`src/rtl/stflg_pkg.sv`:
```
package stflg_pkg;

  typedef enum logic [2:0] {
    OPC_NONE  = 3'd0,
    OPC_ARITH = 3'd1,
    OPC_ROT   = 3'd2,
    OPC_BIT   = 3'd3,
    OPC_LOGIC = 3'd4
  } op_class_e;

  typedef enum logic [2:0] {
    BF_LOAD = 3'd0,
    BF_AND  = 3'd1,
    BF_OR   = 3'd2,
    BF_XOR  = 3'd3,
    BF_SET  = 3'd4,
    BF_CLR  = 3'd5,
    BF_INV  = 3'd6,
    BF_KEEP = 3'd7
  } bit_fn_e;

  typedef struct packed {
    logic ie;
    logic z;
    logic ac;
    logic cy;
  } flags_t;

endpackage

```
`src/rtl/stflg_rst_sync.sv`:
```
module stflg_rst_sync #(
  parameter int STAGES = 2
) (
  input  logic clk,
  input  logic rst_n,
  output logic rst_sync_n
);
  localparam int LAST = STAGES - 1;

  logic [LAST:0] chain_q;
  logic [LAST:0] chain_d;

  generate
    if (STAGES == 1) begin : g_one
      always_comb chain_d = 1'b1;
    end else begin : g_many
      always_comb chain_d = {chain_q[LAST-1:0], 1'b1};
    end
  endgenerate

  always_ff @(posedge clk or negedge rst_n) begin
    if (!rst_n) chain_q <= '0;
    else        chain_q <= chain_d;
  end

  assign rst_sync_n = chain_q[LAST];
endmodule

```
`src/rtl/stflg_bitacc.sv`:
```
module stflg_bitacc
  import stflg_pkg::*;
(
  input  bit_fn_e fn,
  input  logic    cy_q,
  input  logic    bit_in,
  output logic    cy_d
);
  always_comb begin
    case (fn)
      BF_LOAD: cy_d = bit_in;
      BF_AND:  cy_d = cy_q & bit_in;
      BF_OR:   cy_d = cy_q | bit_in;
      BF_XOR:  cy_d = cy_q ^ bit_in;
      BF_SET:  cy_d = 1'b1;
      BF_CLR:  cy_d = 1'b0;
      BF_INV:  cy_d = ~cy_q;
      default: cy_d = cy_q;
    endcase
  end
endmodule

```
`src/rtl/stflg_alu_next.sv`:
```
module stflg_alu_next
  import stflg_pkg::*;
#(
  parameter int DATA_W = 8
) (
  input  op_class_e         cls,
  input  bit_fn_e           fn,
  input  logic [DATA_W-1:0] res,
  input  logic              carry,
  input  logic              half,
  input  logic              rot_out,
  input  logic              bit_in,
  input  logic              wen_z,
  input  logic              wen_ac,
  input  logic              wen_cy,
  input  logic              z_q,
  input  logic              ac_q,
  input  logic              cy_q,
  output logic              z_d,
  output logic              ac_d,
  output logic              cy_d
);
  localparam logic [DATA_W-1:0] ALL_ZERO = '0;

  logic acc_cy;
  logic res_zero;

  assign res_zero = (res == ALL_ZERO);

  stflg_bitacc u_bitacc (
    .fn     (fn),
    .cy_q   (cy_q),
    .bit_in (bit_in),
    .cy_d   (acc_cy)
  );

  always_comb begin
    z_d  = z_q;
    ac_d = ac_q;
    cy_d = cy_q;
    case (cls)
      OPC_ARITH: begin
        if (wen_z)  z_d  = res_zero;
        if (wen_ac) ac_d = half;
        if (wen_cy) cy_d = carry;
      end
      OPC_LOGIC: begin
        if (wen_z)  z_d  = res_zero;
      end
      OPC_ROT: begin
        if (wen_cy) cy_d = rot_out;
      end
      OPC_BIT: begin
        if (wen_cy) cy_d = acc_cy;
      end
      default: ;
    endcase
  end
endmodule

```
`src/rtl/stflg_ie_next.sv`:
```
module stflg_ie_next (
  input  logic ie_q,
  input  logic di_stb,
  input  logic ei_stb,
  input  logic ack_stb,
  input  logic load_en,
  input  logic load_ie,
  output logic ie_d
);
  always_comb begin
    if (ack_stb)      ie_d = 1'b0;
    else if (load_en) ie_d = load_ie;
    else if (di_stb)  ie_d = 1'b0;
    else if (ei_stb)  ie_d = 1'b1;
    else              ie_d = ie_q;
  end
endmodule

```
`src/rtl/cpu_status_flags.sv`:
```
module cpu_status_flags
  import stflg_pkg::*;
#(
  parameter int DATA_W      = 8,
  parameter int STAT_W      = 8,
  parameter int POS_IE      = 7,
  parameter int POS_Z       = 6,
  parameter int POS_AC      = 4,
  parameter int POS_CY      = 0,
  parameter int SYNC_STAGES = 2
) (
  input  logic              clk,
  input  logic              rst_n,
  input  logic [2:0]        op_class,
  input  logic [2:0]        bit_fn,
  input  logic [DATA_W-1:0] alu_res,
  input  logic              alu_carry,
  input  logic              alu_half,
  input  logic              alu_rot_out,
  input  logic              bit_in,
  input  logic              wen_z,
  input  logic              wen_ac,
  input  logic              wen_cy,
  input  logic              di_stb,
  input  logic              ei_stb,
  input  logic              ack_stb,
  input  logic              restore_en,
  input  logic [STAT_W-1:0] restore_byte,
  output logic              flag_ie,
  output logic              flag_z,
  output logic              flag_ac,
  output logic              flag_cy,
  output logic [STAT_W-1:0] status_byte
);
  logic   rst_sync_n;
  flags_t flags_q;
  flags_t flags_d;
  logic   z_alu, ac_alu, cy_alu;
  logic   ie_nxt;
  logic   upd_en;
  logic   unused_restore_bits;

  assign unused_restore_bits = ^restore_byte;

  stflg_rst_sync #(.STAGES(SYNC_STAGES)) u_rst_sync (
    .clk        (clk),
    .rst_n      (rst_n),
    .rst_sync_n (rst_sync_n)
  );

  stflg_alu_next #(.DATA_W(DATA_W)) u_alu_next (
    .cls     (op_class_e'(op_class)),
    .fn      (bit_fn_e'(bit_fn)),
    .res     (alu_res),
    .carry   (alu_carry),
    .half    (alu_half),
    .rot_out (alu_rot_out),
    .bit_in  (bit_in),
    .wen_z   (wen_z),
    .wen_ac  (wen_ac),
    .wen_cy  (wen_cy),
    .z_q     (flags_q.z),
    .ac_q    (flags_q.ac),
    .cy_q    (flags_q.cy),
    .z_d     (z_alu),
    .ac_d    (ac_alu),
    .cy_d    (cy_alu)
  );

  stflg_ie_next u_ie_next (
    .ie_q    (flags_q.ie),
    .di_stb  (di_stb),
    .ei_stb  (ei_stb),
    .ack_stb (ack_stb),
    .load_en (restore_en),
    .load_ie (restore_byte[POS_IE]),
    .ie_d    (ie_nxt)
  );

  // next state: restore overrides ALU results
  always_comb begin
    flags_d.ie = ie_nxt;
    if (restore_en) begin
      flags_d.z  = restore_byte[POS_Z];
      flags_d.ac = restore_byte[POS_AC];
      flags_d.cy = restore_byte[POS_CY];
    end else begin
      flags_d.z  = z_alu;
      flags_d.ac = ac_alu;
      flags_d.cy = cy_alu;
    end
    upd_en = (flags_d != flags_q);
  end

  always_ff @(posedge clk or negedge rst_sync_n) begin
    if (!rst_sync_n)  flags_q <= '0;
    else if (upd_en)  flags_q <= flags_d;
  end

  assign flag_ie = flags_q.ie;
  assign flag_z  = flags_q.z;
  assign flag_ac = flags_q.ac;
  assign flag_cy = flags_q.cy;

  always_comb begin
    status_byte         = '0;
    status_byte[POS_IE] = flags_q.ie;
    status_byte[POS_Z]  = flags_q.z;
    status_byte[POS_AC] = flags_q.ac;
    status_byte[POS_CY] = flags_q.cy;
  end
endmodule

```
`config.mk`:
```
export PLATFORM = sky130hd
export DESIGN_NAME = cpu_status_flags
export DESIGN_NICKNAME = d
export VERILOG_FILES = /design/src/rtl/stflg_pkg.sv /design/src/rtl/stflg_rst_sync.sv /design/src/rtl/stflg_bitacc.sv /design/src/rtl/stflg_alu_next.sv /design/src/rtl/stflg_ie_next.sv /design/src/rtl/cpu_status_flags.sv
export SDC_FILE = /design/constraint.sdc
export NUM_CORES = 1
export LEC_CHECK = 0
export BUFFER_PORTS_ARGS = -buffer_cell sky130_fd_sc_hd__buf_4
export CAP_MARGIN = 5
export CORE_UTILIZATION = 35
export DETAILED_ROUTE_END_ITERATION = 10
export PLACE_DENSITY = 0.73
export SETUP_SLACK_MARGIN = 0.2
export SLEW_MARGIN = 0
export SYNTH_ARGS = -nofsm -noshare
export SYNTH_HDL_FRONTEND = slang
export SYNTH_HIERARCHICAL = 1
export SYNTH_SLANG_ARGS = --single-unit
```
`constraint.sdc`:
```
create_clock -name clk -period 0.85 [get_ports clk]
set_clock_uncertainty 0.1 [all_clocks]
set_input_delay 0.1275 -clock clk [delete_from_list [all_inputs] [get_ports clk]]
set_output_delay 0.1275 -clock clk [all_outputs]
set_load 0.05 [all_outputs]
```
==> impl_results.rst <==
.. list-table::
   :header-rows: 1

   * - Metric
     - Value
   * - Sum of overflow across all layers after global routing
     - 0
   * - Floorplan row count
     - 13
   * - Initial antenna violation count
     - 0
   * - Starting density of the core
     - between 30% and 40%
   * - All-layer global routing usage
     - 17.2%
   * - Source of the worst register-to-register timing path
     - flag_cy
   * - Diode insertion count for antenna repair
     - 0
   * - Leakage power
     - around 0.5 nW
   * - Post-synthesis sequential area ratio
     - between 20 and 30%
   * - Full die area
     - 0.00163 mm^2
   * - Critical Path End
     - flag_cy
   * - Count of final max-slew check failures
     - 0
   * - Post-synth top area share
     - between 20% and 30%
   * - Clock latency reported for the late side of the worst-skew pair
     - between 0.2 and 0.25 ns
   * - Proportion of layout cells with a drive suffix above 1
     - about 66%
   * - Drt first-iter violations
     - 3
   * - Biggest area contributors in the synthesized netlist
     - sky130_fd_sc_hd__dfrtp_1 29%, sky130_fd_sc_hd__buf_4 12%, sky130_fd_sc_hd__mux2_2 6.6%
   * - Chip Width
     - around 40 um
   * - Reg-to-reg setup timing slack
     - -1.35 ns
   * - Wire length per cell after detailed routing
     - around 11 um
   * - Area taken by multi-input logic gates
     - about 320 um^2
   * - Synth unique cells
     - 30
   * - Vias post-DR
     - about 560
   * - Final worst setup slack
     - -1.35 ns
   * - DRC violation count after routing
     - 0
   * - Fraction of synthesis flops using an asynchronous set or reset pin
     - 100%
   * - Final setup fails
     - 12
   * - CTS tree
     - done
   * - Count of pins on the block boundary
     - 47
   * - Largest driver fanout on the critical path
     - 2
   * - Via count of the first global-routing pass
     - roughly 470
   * - Wirelength, routed
     - 1.31 mm
   * - CP startpoint kind
     - flop
   * - Total half-perimeter wirelength after legalization and detailed placement
     - 1.05 mm
   * - Violated checks
     - hold timing, setup timing
   * - Library cell with the largest summed area after synthesis
     - sky130_fd_sc_hd__dfrtp_1
   * - Maximum number of pins on one net before global-route repair
     - 7
   * - Number of flops mapped to enable cells by yosys
     - 0
   * - CP startpoint
     - flag_cy
   * - 1st-pass router iterations
     - 4
   * - Post-layout total power
     - about 1.3 mW
   * - Highest Clock Rate
     - approximately 450 MHz
   * - Path category of the worst min-delay check
     - in2reg
   * - Number of violations of the max-capacitance limit
     - 0
   * - Number of nets with antenna violations after routing
     - 0
   * - # H-tree levels
     - 1
   * - First-pass GRT wire length
     - approximately 1.8 mm
   * - Number of synthesized register bits
     - 6
   * - Cell chosen for the clock root
     - sky130_fd_sc_hd__clkbuf_4
   * - Highest ir drop seen on vdd
     - between 0.0006 and 0.0007 V
   * - Power density over cell area
     - between 1000 and 1500 mW/mm^2
   * - Worst-case hold slack
     - -0.0730 ns
   * - Data arrival time at the worst-slack endpoint
     - between 2 and 2.5 ns
   * - Clock transition at path regs
     - ~0.05 ns
   * - Setup repair after global routing missed its margin
     - yes
   * - Core Footprint
     - about 0.0013 mm^2
   * - Clock buffer count from CTS
     - 3
   * - Number of warnings printed during yosys synthesis
     - 6
   * - Most common cell in the netlist
     - sky130_fd_sc_hd__buf_4
   * - Filler cell count in the final layout
     - about 100
   * - Register-to-Register Path Depth
     - 9
   * - Die Y-Extent
     - between 40 and 50 um
   * - Total standard cell area after synthesis
     - approximately 510 um^2
   * - Worst setup EP type
     - flop
   * - Number of clock sinks seen by CTS
     - 6
   * - Number of buffers on the longest clock path
     - 2
   * - Prevailing post-synth register cell
     - sky130_fd_sc_hd__dfrtp_1
   * - Shortest clock period the worst path allows after layout
     - between 2 and 2.5 ns
   * - Final weighted congestion in routability-driven placement
     - 0.701
   * - Required arrival time at the worst endpoint
     - about 0.88 ns
   * - Storage cell area
     - around 160 um^2
   * - Endpoint of the most critical register-to-register path
     - flag_cy
   * - Synth-to-layout area growth
     - 91.5%
   * - Cts hold-fix bufs
     - 1
   * - Category of the most critical setup path
     - reg2reg
   * - Post-route clock period utilization
     - 259%
   * - Hold Fails Final Rpt
     - 5
   * - Average via count per standard cell
     - around 4.7
   * - Number of buffer cells added on primary ports
     - 38
   * - NumNets Final
     - approximately 140
   * - Outcome
     - complete, but fails checks
   * - Average footprint of a synthesized cell
     - 9.35 um^2
   * - Number of instances in the synthesized netlist
     - 55
   * - Commonest cells in the synthesized netlist
     - 8 x sky130_fd_sc_hd__buf_4, 6 x sky130_fd_sc_hd__dfrtp_1, 4 x sky130_fd_sc_hd__inv_1, 3 x sky130_fd_sc_hd__mux2_2
-- area by class of cell --
cell class	count	share of cell area, %
clock buffers	4	2.67
inverters	4	1.52
multi-input cells	39	32.7
flip-flops and latches	6	16.0
well taps	15	1.91
repair buffers	50	45.2
-- routing by layer --
metal  GRT usage [%]  routed length, um
met1            17.2                505
met2            34.5                697
met3            1.67                109
met4            7.50                  0
met5               0                  0
-- worst min-delay path by stage --
stage,start,end,slack (ns),cells after the start
6_report,ack_stb,flag_ie,-0.07,2
5_1_grt,ack_stb,flag_ie,-0.08,2
4_1_cts,ack_stb,flag_ie,-0.08,2
3_5_place_dp,rst_n,u_rst_sync/chain_q[1],-0.19,1
3_3_place_gp,rst_n,u_rst_sync/chain_q[1],-0.19,1
2_1_floorplan,rst_n,u_rst_sync/chain_q[0],-0.27,0
-- timing repair --
item,in CTS,in global routing
setup buffers,5,0
hold endpoints to repair,7,5
endpoints found under the setup margin,12,12
pin swaps,0,0
resized for setup,19,2
cloned,0,0
-- registers in the layout, indices dropped and copies added, names as in the netlist --
register            cells
flag_cy                 1
flag_ac                 1
flag_ie                 1
u_rst_sync/chain_q      2
flag_z                  1
-- kinds of logic after synthesis --
| kind of cell | share of synthesized area, % |
|---|---|
| buffers and inverters | 15.3 |
| and+or+nand+nor | 18.5 |
| AOI/OAI and AO/OA | 17.3 |
| DFF | 29.2 |
| xor gates and xnor gates | 1.70 |
| other | 1.46 |
| muxes | 11.7 |
| adders and majority gates | 4.87 |
-- layout by cell type, fill, tap and decap left out, drive strengths merged, types with 2 or more instances in the layout --
| cell type | count |
|---|---|
| a21oi | 3 |
| o31ai | 2 |
| nor4 | 2 |
| mux2 | 5 |
| nand2b | 3 |
| conb | 5 |
| buf | 49 |
| o21ai | 2 |
| inv | 4 |
| nand2 | 2 |
| dfrtp | 6 |
| ha | 2 |
| clkbuf | 4 |
-- power by group --
part	internal (mW)	switching [mW]	total (mW)	leakage [nW]
clock network	0.178	0.105	0.283	0.0150
logic	0.359	0.334	0.692	0.415
registers	0.317	0.0206	0.338	0.0674
-- worst max-delay path, stage by stage, from the launching register on --
cell and delay, ns:
sky130_fd_sc_hd__dfrtp_4 0.47, sky130_fd_sc_hd__inv_2 0.05, sky130_fd_sc_hd__ha_1 0.21, sky130_fd_sc_hd__and2b_1 0.20
sky130_fd_sc_hd__o31ai_1 0.08, sky130_fd_sc_hd__a211o_1 0.26, sky130_fd_sc_hd__mux2_4 0.26, sky130_fd_sc_hd__o22ai_2 0.11
sky130_fd_sc_hd__a221oi_2 0.08, sky130_fd_sc_hd__mux2_2 0.26
-- stage by stage --
stage	util [%]	setup WS (ns)	std cells	TNS (ns)	instance area, um^2
after CTS	73.3	-1.36	118	-4.89	977
after floorplan	-	-1.38	58	-2.68	573
after global routing	73.8	-1.42	118	-5.19	985
after global placement	62.4	-1.27	108	-2.70	832
after detailed placement	62.4	-1.35	108	-2.87	832
final	73.8	-1.35	118	-4.85	985
Note: power is estimated with default switching activity, not from simulation.
